**config.mk**
```make
export PLATFORM = sky130hd
export DESIGN_NAME = scl_stall_guard
export DESIGN_NICKNAME = d
export VERILOG_FILES = /design/src/rtl/scl_stall_guard.sv
export SDC_FILE = /design/constraint.sdc
export NUM_CORES = 1
export LEC_CHECK = 0
export BUFFER_PORTS_ARGS = -buffer_cell sky130_fd_sc_hd__clkbuf_2
export CAP_MARGIN = 20
export CORE_ASPECT_RATIO = 1.1
export CORE_UTILIZATION = 35
export CTS_CLUSTER_DIAMETER = 40
export DETAILED_ROUTE_END_ITERATION = 6
export HOLD_SLACK_MARGIN = 0.12
export PLACE_DENSITY = 0.5
export SYNTH_ARGS = -nofsm -noshare
export SYNTH_HDL_FRONTEND = slang
export SYNTH_SLANG_ARGS = --single-unit
export TNS_END_PERCENT = 1
```
**constraint.sdc**
```tcl
create_clock -name clk -period 4.7 [get_ports clk]
set_clock_uncertainty 0.15 [all_clocks]
set_input_delay 0.235 -clock clk [delete_from_list [all_inputs] [get_ports clk]]
set_output_delay 0.235 -clock clk [all_outputs]
set_load 0.01 [all_outputs]
```
**src/rtl/scl_stall_guard.sv**
```systemverilog
module scl_stall_guard #(
  parameter longint unsigned CLK_HZ     = 100_000_000,
  parameter int unsigned     TIMEOUT_US = 20_000
) (
  input  logic clk,
  input  logic rst_n,
  input  logic timeout_en,
  input  logic scl_lvl,
  input  logic bus_start,
  input  logic bus_stop,
  output logic abort_pulse,
  output logic bus_blocked
);

  localparam longint unsigned LIMIT_RAW =
    (CLK_HZ * longint'(TIMEOUT_US) + 64'd999_999) / 64'd1_000_000;
  localparam longint unsigned LIMIT = (LIMIT_RAW < 2) ? 64'd2 : LIMIT_RAW;
  localparam int CW = $clog2(LIMIT + 1);
  localparam logic [CW-1:0] LAST = CW'(LIMIT - 1);

  logic          scl_q;
  logic          in_xfer;
  logic [CW-1:0] gap_cnt;
  logic          scl_edge;
  logic          watching;
  logic          fire;

  assign scl_edge = scl_lvl ^ scl_q;
  assign watching = in_xfer & ~bus_blocked & timeout_en & ~bus_start & ~bus_stop;
  assign fire     = watching & ~scl_edge & (gap_cnt == LAST);

  always_ff @(posedge clk or negedge rst_n) begin
    if (!rst_n) begin
      scl_q       <= 1'b1;
      abort_pulse <= 1'b0;
    end else begin
      scl_q       <= scl_lvl;
      abort_pulse <= fire;
    end
  end

  always_ff @(posedge clk or negedge rst_n) begin
    if (!rst_n) begin
      in_xfer     <= 1'b0;
      bus_blocked <= 1'b0;
      gap_cnt     <= '0;
    end else if (bus_start) begin
      in_xfer     <= 1'b1;
      bus_blocked <= 1'b0;
      gap_cnt     <= '0;
    end else if (bus_stop) begin
      in_xfer <= 1'b0;
      gap_cnt <= '0;
    end else if (fire) begin
      in_xfer     <= 1'b0;
      bus_blocked <= 1'b1;
      gap_cnt     <= '0;
    end else if (watching && !scl_edge) begin
      gap_cnt <= gap_cnt + 1'b1;
    end else begin
      gap_cnt <= '0;
    end
  end

endmodule


```
==> results.toml, run 1 <==
[critical_path]
r2r-start = "gap_cnt[0]"
crit_arrival_ns = 2.58
cp_top_family = "simple AND/OR/NAND/NOR gates"
reg2reg_to = "gap_cnt[2]"
reg2regPathDepth = 6
path_max_fanout = 14
required_ns = 4.78
path_depth = 6
r2r_setup_slack_ns = 2.20
cp_cell_sequence = "ha_1 > nand3_1 > or4_1 > o21bai_1 > buf_4 > nor2_1"
crit_type = "flop to flop"
end_kind = "flop"
critPathLaunchType = "flop"
crit_slowest_cell = "or4_1"
critPathMaxStageDelay_ns = 0.58
cp.buffers_inverters = 1

[yosys]
ys_warn_count = 0
yosys.area.top_type = "dfrtp_1"
synth.area.top_cells = "dfrtp_1, xnor2_1, nor2_1"
syn_inst = 127
yosys-top-cells-count = "dfrtp_1, nor2_1, xnor2_1"
yosysSeqAreaShare_pct = 51.17
avgSynthCellArea_sq_um = 9.645
synth_cell_types = 29
synth_edf_count = 0
yosysMostFrequentCell = "dfrtp_1"
synth_fp_nets = 134
ys.flop_type = "dfrtp_1"
syn-cell-area_sq_um = 1225
async_flop_share_pct = 100.0
synth_seq_cells = 25
synth_top_area_share_pct = 49.03

[clock_network]
clock_latency_ns = 0.33
cts-root-buf = "clkbuf_4"
cts_buffers = 3
cts_tree = "yes"
clock_path_buffers = 2
cts.sinks = 25
cts_resized = 0
post_cts_buffers = 0
cts_hold_buf = 4
clkTransAtPathRegs_ns = 0.14
cts_max_level = 1

[sta]
period_share_pct = 53.12
slew_violations = 0
fmax_mhz = 400.5
fin_crit_ns = 2.497
finalHoldViolCount = 0
worstMarginPinSlew_ns = 0.6141
finalSetupViolCount = 0
finalWorstSetupSlack_ns = 2.203
maxSlewHeadroom_pct = 59.06
fin_hold_ws_ns = 0.1555
setup_tns_ns = 0
rsz0062_at_grt = "false"

[final_layout]
nets = 148
seq_area_sq_um = 626.9
syn_to_final_growth_pct = 12.97
layout-drive-gt1-share_pct = 10.71
instances_no_fill = 188
multiInputGateArea_sq_um = 561.8
fillers = 333
diodes = 0

[hold_path]
holdCritStartpoint = "bus_stop"
holdPathEnd = "in_xfer"
hp-class = "input port to flop"
whs_path_depth = 3

[placed_design]
dp_slack_ns = 2.235
placed_cells = 180
place.gp.congestion = 0.7610
dp_hpwl_um = 1573
numPortBuffers = 7

[floorplan]
die_h_um = 64.05
core_area_sq_um = 3331
start_util_pct = 36.78
core.rowCount = 22
die_w_um = 58.41
io_pins = 8
dieArea_sq_um = 3741

[power]
p_per_area_nw_per_um2 = 240.7
ir_worst_vdd_v = 0.00006307
p_leak_nw = 0.5196
report.power.total_uw = 333.1

[route]
dr.pass1.iters = 4
drc = 0
wl_um = 2251
drt_iter0_markers = 31
final_antenna_net_count = 0
vias_per_cell = 5.000
routedWlPerCell_um = 11.97
via_count = 940

[global_route]
gr-total-overflow = 0
grt_max_degree = 26
grt_antenna_before_repair = 0
grt_pass1_vias = 893
grt_usage_pct = 14.15
grt_pass1_wl_um = 3974

[run_status]
status = "complete, no violations"

[flow_run]
cap_violations = 0
## per-stage QoR
step	instance area, sq um	util, %
finish	1384	41.55
global route	1384	41.55
CTS	1384	41.55
detailed placement	1314	39.44
global placement	1314	39.44
floorplan	1225	-
## report_power, final
group | internal, mW | switching, mW
Sequential | 0.217 | 0.000546
Clock | 0.0326 | 0.0700
Combinational | 0.00560 | 0.00765
Total | 0.255 | 0.0782
## flip-flops by register name, indices dropped and copies added, names as in the netlist
register / flops
bus_blocked: 1
in_xfer: 1
gap_cnt: 21
abort_pulse: 1
scl_q: 1
## area by class of cell
type | instances | share of cell area (%)
sequential | 25 | 45.30
tap | 48 | 4.340
clock buffer | 3 | 1.627
inverter | 6 | 1.627
multi-input combinational | 93 | 40.60
timing repair buffer | 12 | 5.967
clock inverter | 1 | 0.5425
## cell families after synthesis
family / after synthesis / share of synthesized area (%)
buffers and inverters: 9 / 2.962
AO/OA/AOI/OAI: 15 / 6.742
flip-flops: 25 / 51.18
adder cells (fa/ha/maj): 1 / 1.021
AND/OR/NAND/NOR: 63 / 28.09
XOR/XNOR: 14 / 10.01
## metal layers
layer	vias up	part of all wire (%)	global-route usage, %
li1	469	-	-
met1	454	50	19.41
met2	13	46	21.55
met3	4	3.2	2.834
met4	0	1.4	5.952
met5	-	0	0
## worst register-to-register path, stage by stage (launching register included)
cell,delay (ns)
dfrtp_1,0.42
ha_1,0.22
nand3_1,0.19
or4_1,0.58
o21bai_1,0.47
buf_4,0.30
nor2_1,0.07
## placed cells by master, fill, tap and decap left out, types with 2 or more instances in the layout
cell	instances
dfrtp_1	24
nor2_1	19
xnor2_1	10
nand3_1	7
nand2_1	7
a21oi_1	7
clkbuf_2	7
nand4_1	6
inv_1	6
or4_1	5
o21ai_0	5
or3_1	4
xor2_1	4
dlygate4sd3_1	4
nor3_1	3
clkbuf_4	3
and3_1	2
nand4b_1	2
nor4_1	2
## worst max path at each step
stage | endpoint | start
after CTS | gap_cnt[10] | gap_cnt[0]
after floorplan | in_xfer | gap_cnt[8]
after global placement | gap_cnt[10] | gap_cnt[8]
after detailed placement | gap_cnt[9] | gap_cnt[8]
final | gap_cnt[2] | gap_cnt[0]
after global routing | gap_cnt[10] | gap_cnt[0]
(Power assumes the default switching activity.)
==> run 2: changes to the inputs <==
- clock period: 4.7 -> 2.6 ns (I/O delays scaled with it)
==> run 2 against run 1 <==
  * Global-route usage fell by 0.18 points
  * Final cell count rose by 1.1%
  * Routed wire length is 3.5% higher
  * Sequential share of layout area is 0.49 points lower
  * First-iteration DRC count is 6.5% higher
==> results.toml, run 2 (same netlist as run 1, synthesis figures left out) <==
[run_status]
status = "complete, no violations"

[route]
wl_um = 2329
via_count = 927
dr.pass1.iters = 4
routedWlPerCell_um = 12.26
final_antenna_net_count = 0
vias_per_cell = 4.879
drc = 0
drt_iter0_markers = 33

[critical_path]
crit_type = "flop to flop"
critPathLaunchType = "flop"
path_max_fanout = 6
crit_arrival_ns = 2.35
reg2reg_to = "in_xfer"
end_kind = "flop"
r2r-start = "gap_cnt[0]"
cp-startpoint = "gap_cnt[0]"
crit_slowest_cell = "or4_1"
r2r_setup_slack_ns = 0.34
reg2regPathDepth = 5
required_ns = 2.69
cp_cell_sequence = "ha_1 > nand3_1 > or4_1 > or3_4 > a21o_1"
critPathMaxStageDelay_ns = 0.59

[global_route]
grt_pass1_wl_um = 3995
grt_max_degree = 26
grt_pass1_vias = 877
grt_antenna_before_repair = 0
gr-total-overflow = 0
grt_usage_pct = 13.97

[floorplan]
start_util_pct = 36.78
dieArea_sq_um = 3741
die_w_um = 58.41
die_h_um = 64.05
core_area_sq_um = 3331
io_pins = 8
core.rowCount = 22

[final_layout]
layout.cells.most_common = "dfrtp_1"
nets = 150
top_register = "gap_cnt"
layout-drive-gt1-share_pct = 11.27
largest_reg_flops = 21
final_cell_mix = "dfrtp_1, nor2_1, xnor2_1"
design_area_sq_um = 1399
postLayoutCoreUtil_pct = 42.00
syn_to_final_growth_pct = 14.20
diodes = 0

[sta]
finalWorstSetupSlack_ns = 0.3370
setup_tns_ns = 0
finalHoldViolCount = 0
slew_violations = 0
fmax_mhz = 441.9
rsz0062_at_grt = "false"
fin_crit_ns = 2.263
maxSlewHeadroom_pct = 58.74
period_share_pct = 87.04
finalSetupViolCount = 0
worstMarginPinSlew_ns = 0.6189

[clock_network]
cts_buffers = 3
cts_tree = "yes"
clkTransAtPathRegs_ns = 0.14
cts-root-buf = "clkbuf_4"
clock_latency_ns = 0.32
cts.sinks = 25
post_cts_buffers = 0
cts_max_level = 1
clock_path_buffers = 2

[hold_path]
hp-class = "input port to asynchronous set/reset pin"

[placed_design]
place.gp.congestion = 0.7301
placed_cell_area_sq_um = 1321
dp_hpwl_um = 1606
dp_slack_ns = 0.3552
numPortBuffers = 7

[flow_run]
cap_violations = 0

[power]
p_per_area_nw_per_um2 = 428.9
report.power.total_uw = 600.0
p_leak_nw = 0.5318
ir_worst_vdd_v = 0.0001904
-- run 2: where the power goes --
part	leakage (nW)	switching, mW	internal, mW
registers	0.343	0.00107	0.392
clock network	0.0177	0.124	0.0578
logic	0.171	0.0142	0.0116
total	0.532	0.139	0.461
-- run 2: area by class of cell --
cell class                      count  area [sq um]
Tap cell                           48         60.06
Clock buffer                        3         22.52
Fill cell                         329          1932
Clock inverter                      1         5.005
Timing Repair Buffer               14         100.1
Inverter                            6         22.52
Sequential cell                    25         626.9
Multi-Input combinational cell     93         561.8
-- run 2: per-stage QoR --
stage	std cells	hold WS, ns
3_5_place_dp	181	0.03396
5_1_grt	190	0.2386
4_1_cts	190	0.1990
3_3_place_gp	181	0.02131
6_report	190	0.1754
2_1_floorplan	127	-0.3156
-- run 2: routing by layer --
| metal | track usage (%) | up-vias | share of wire [%] |
|---|---|---|---|
| li1 | - | 477 | - |
| met3 | 2.429 | 4 | 2.5 |
| met5 | 0 | - | 0 |
| met2 | 21.26 | 12 | 44 |
| met4 | 5.357 | 0 | 1.5 |
| met1 | 19.62 | 434 | 52 |
-- run 2: worst max path at each step --
stage	to	slack, ns	cells past startpoint
6_report	in_xfer	0.34	5
4_1_cts	in_xfer	0.34	5
2_1_floorplan	in_xfer	0.45	4
3_5_place_dp	in_xfer	0.36	5
5_1_grt	in_xfer	0.23	5
3_3_place_gp	in_xfer	0.40	4
-- run 2: timing repair --
item                                   4_1_cts  5_1_grt
endpoints found under the hold margin       30        0
resized for setup                            0        0
hold buffers                                 5        0
-- run 2: critical path: cells and delay by family, from the launching register on --
family                   cells  cell delay, ns
AND/OR/NAND/NOR              3            1.20
AO/OA/AOI/OAI                1            0.18
adder cells (fa/ha/maj)      1            0.22
flip-flops                   1            0.42
==> run 3: changes to the inputs <==
- CELL_PAD_IN_SITES_DETAIL_PLACEMENT: unset -> 1
- CELL_PAD_IN_SITES_GLOBAL_PLACEMENT: unset -> 2
- GPL_ROUTABILITY_DRIVEN: unset -> 0
- PLACE_DENSITY: 0.5 -> 0.72
==> run 3 against run 2 <==
  * Clock power about the same
  * Hold slack better by 0.0018 ns
  * Worst setup slack worse by 0.014 ns
  * Register-to-register slack about the same
==> results.toml, run 3 (same netlist as run 1, synthesis figures left out) <==
[floorplan]
die_w_um = 58.41
io_pins = 8
core.rowCount = 22
die_h_um = 64.05
dieArea_sq_um = 3741
start_util_pct = 36.78
core_area_sq_um = 3331

[global_route]
grt_pass1_wl_um = 4747
gr-total-overflow = 0
grt_usage_pct = 16.66
grt_antenna_before_repair = 0
grt_pass1_vias = 1010
grt_max_degree = 26

[critical_path]
r2r_setup_slack_ns = 0.32
reg2reg_to = "in_xfer"
crit_slowest_cell = "or4_1"
critPathMaxStageDelay_ns = 0.61
end_kind = "flop"
critPathLaunchType = "flop"
r2r-start = "gap_cnt[0]"
cp_cell_sequence = "ha_1 > nand3_1 > or4_1 > or3_4 > a21o_1"
path_max_fanout = 6
reg2regPathDepth = 5
required_ns = 2.69
crit_type = "flop to flop"
crit_arrival_ns = 2.37

[final_layout]
syn_to_final_growth_pct = 14.40
nets = 150
seq_area_sq_um = 626.9
final_cell_mix = "dfrtp_1, nor2_1, xnor2_1"
largest_reg_flops = 21
layout.cells.most_common = "dfrtp_1"
multiInputGateArea_sq_um = 561.8
fillers = 398
layout-drive-gt1-share_pct = 11.27
top_register = "gap_cnt"
diodes = 0

[sta]
fmax_mhz = 439.2
maxSlewHeadroom_pct = 58.36
fin_crit_ns = 2.277
finalSetupViolCount = 0
period_share_pct = 87.57
rsz0062_at_grt = "false"
finalHoldViolCount = 0
setup_tns_ns = 0
slew_violations = 0
worstMarginPinSlew_ns = 0.6245
fin_hold_ws_ns = 0.1773

[clock_network]
cts_max_level = 1
post_cts_buffers = 0
cts-root-buf = "clkbuf_4"
cts_hold_buf = 5
cts.sinks = 25
cts_tree = "yes"
clkTransAtPathRegs_ns = 0.15
clock_path_buffers = 2
cts_buffers = 3
clock_latency_ns = 0.33
cts_resized = 0

[flow_run]
cap_violations = 0

[power]
p_leak_nw = 0.5280
ir_worst_vdd_v = 0.0001521
p_per_area_nw_per_um2 = 428.0

[route]
routedWlPerCell_um = 13.57
vias_per_cell = 5.016
drc = 0
wl_um = 2578
dr.pass1.iters = 4
via_count = 953
drt_iter0_markers = 19
final_antenna_net_count = 0

[placed_design]
dp_hpwl_um = 1880
numPortBuffers = 7

[hold_path]
hp-class = "input port to asynchronous set/reset pin"

[run_status]
status = "complete, no violations"
## run 3: changes by cell type in the layout (fill, tap and decap cells not counted), sizes merged
cell / before / now
clkinvlp: 0 / 1
clkinv: 1 / 0
## run 3: worst max-delay path by stage
stage / slack (ns) / end / start / cells past startpoint
floorplan: 0.45 / in_xfer / gap_cnt[8] / 4
global placement: 0.38 / in_xfer / gap_cnt[8] / 4
detailed placement: 0.34 / in_xfer / gap_cnt[0] / 5
CTS: 0.31 / in_xfer / gap_cnt[0] / 5
global route: 0.19 / in_xfer / gap_cnt[0] / 5
finish: 0.32 / in_xfer / gap_cnt[0] / 5
## run 3: final cells by class
| cell class | instances | area share (%) |
|---|---|---|
| multi-input combinational | 93 | 40.09 |
| inverter | 6 | 1.607 |
| timing repair buffer | 14 | 7.143 |
| clock buffer | 3 | 1.607 |
| clock inverter | 1 | 0.5357 |
| sequential | 25 | 44.73 |
| tap | 48 | 4.286 |
## run 3: per-stage QoR
step	instance area [sq um]	setup WS (ns)	power (mW)	std cells	util, %
floorplan	1225	0.4469	0.4067	127	-
global placement	1321	0.3829	0.4211	181	39.67
detailed placement	1321	0.3353	0.4214	181	39.67
CTS	1401	0.3138	0.6177	190	42.07
global route	1401	0.1905	0.6310	190	42.07
finish	1401	0.3233	0.5997	190	42.07
## run 3: where the power goes
part | internal [mW] | switching [mW]
Clock | 0.0587 | 0.122
Sequential | 0.392 | 0.00107
Combinational | 0.0116 | 0.0144
Total | 0.462 | 0.138
## run 3: metal layers
metal | up-vias | GRT usage [%] | wire, um
li1 | 473 | - | -
met1 | 465 | 23.20 | 1250
met3 | 6 | 3.239 | 46
met5 | - | 0 | 0
met2 | 9 | 25.00 | 1230
met4 | 0 | 7.143 | 51
## run 3: critical path: cells and delay by family (launching register included)
| family | cells | cell delay, ns |
|---|---|---|
| AO/OA/AOI/OAI | 1 | 0.18 |
| adder cells (fa/ha/maj) | 1 | 0.21 |
| flip-flops | 1 | 0.43 |
| AND/OR/NAND/NOR | 3 | 1.22 |
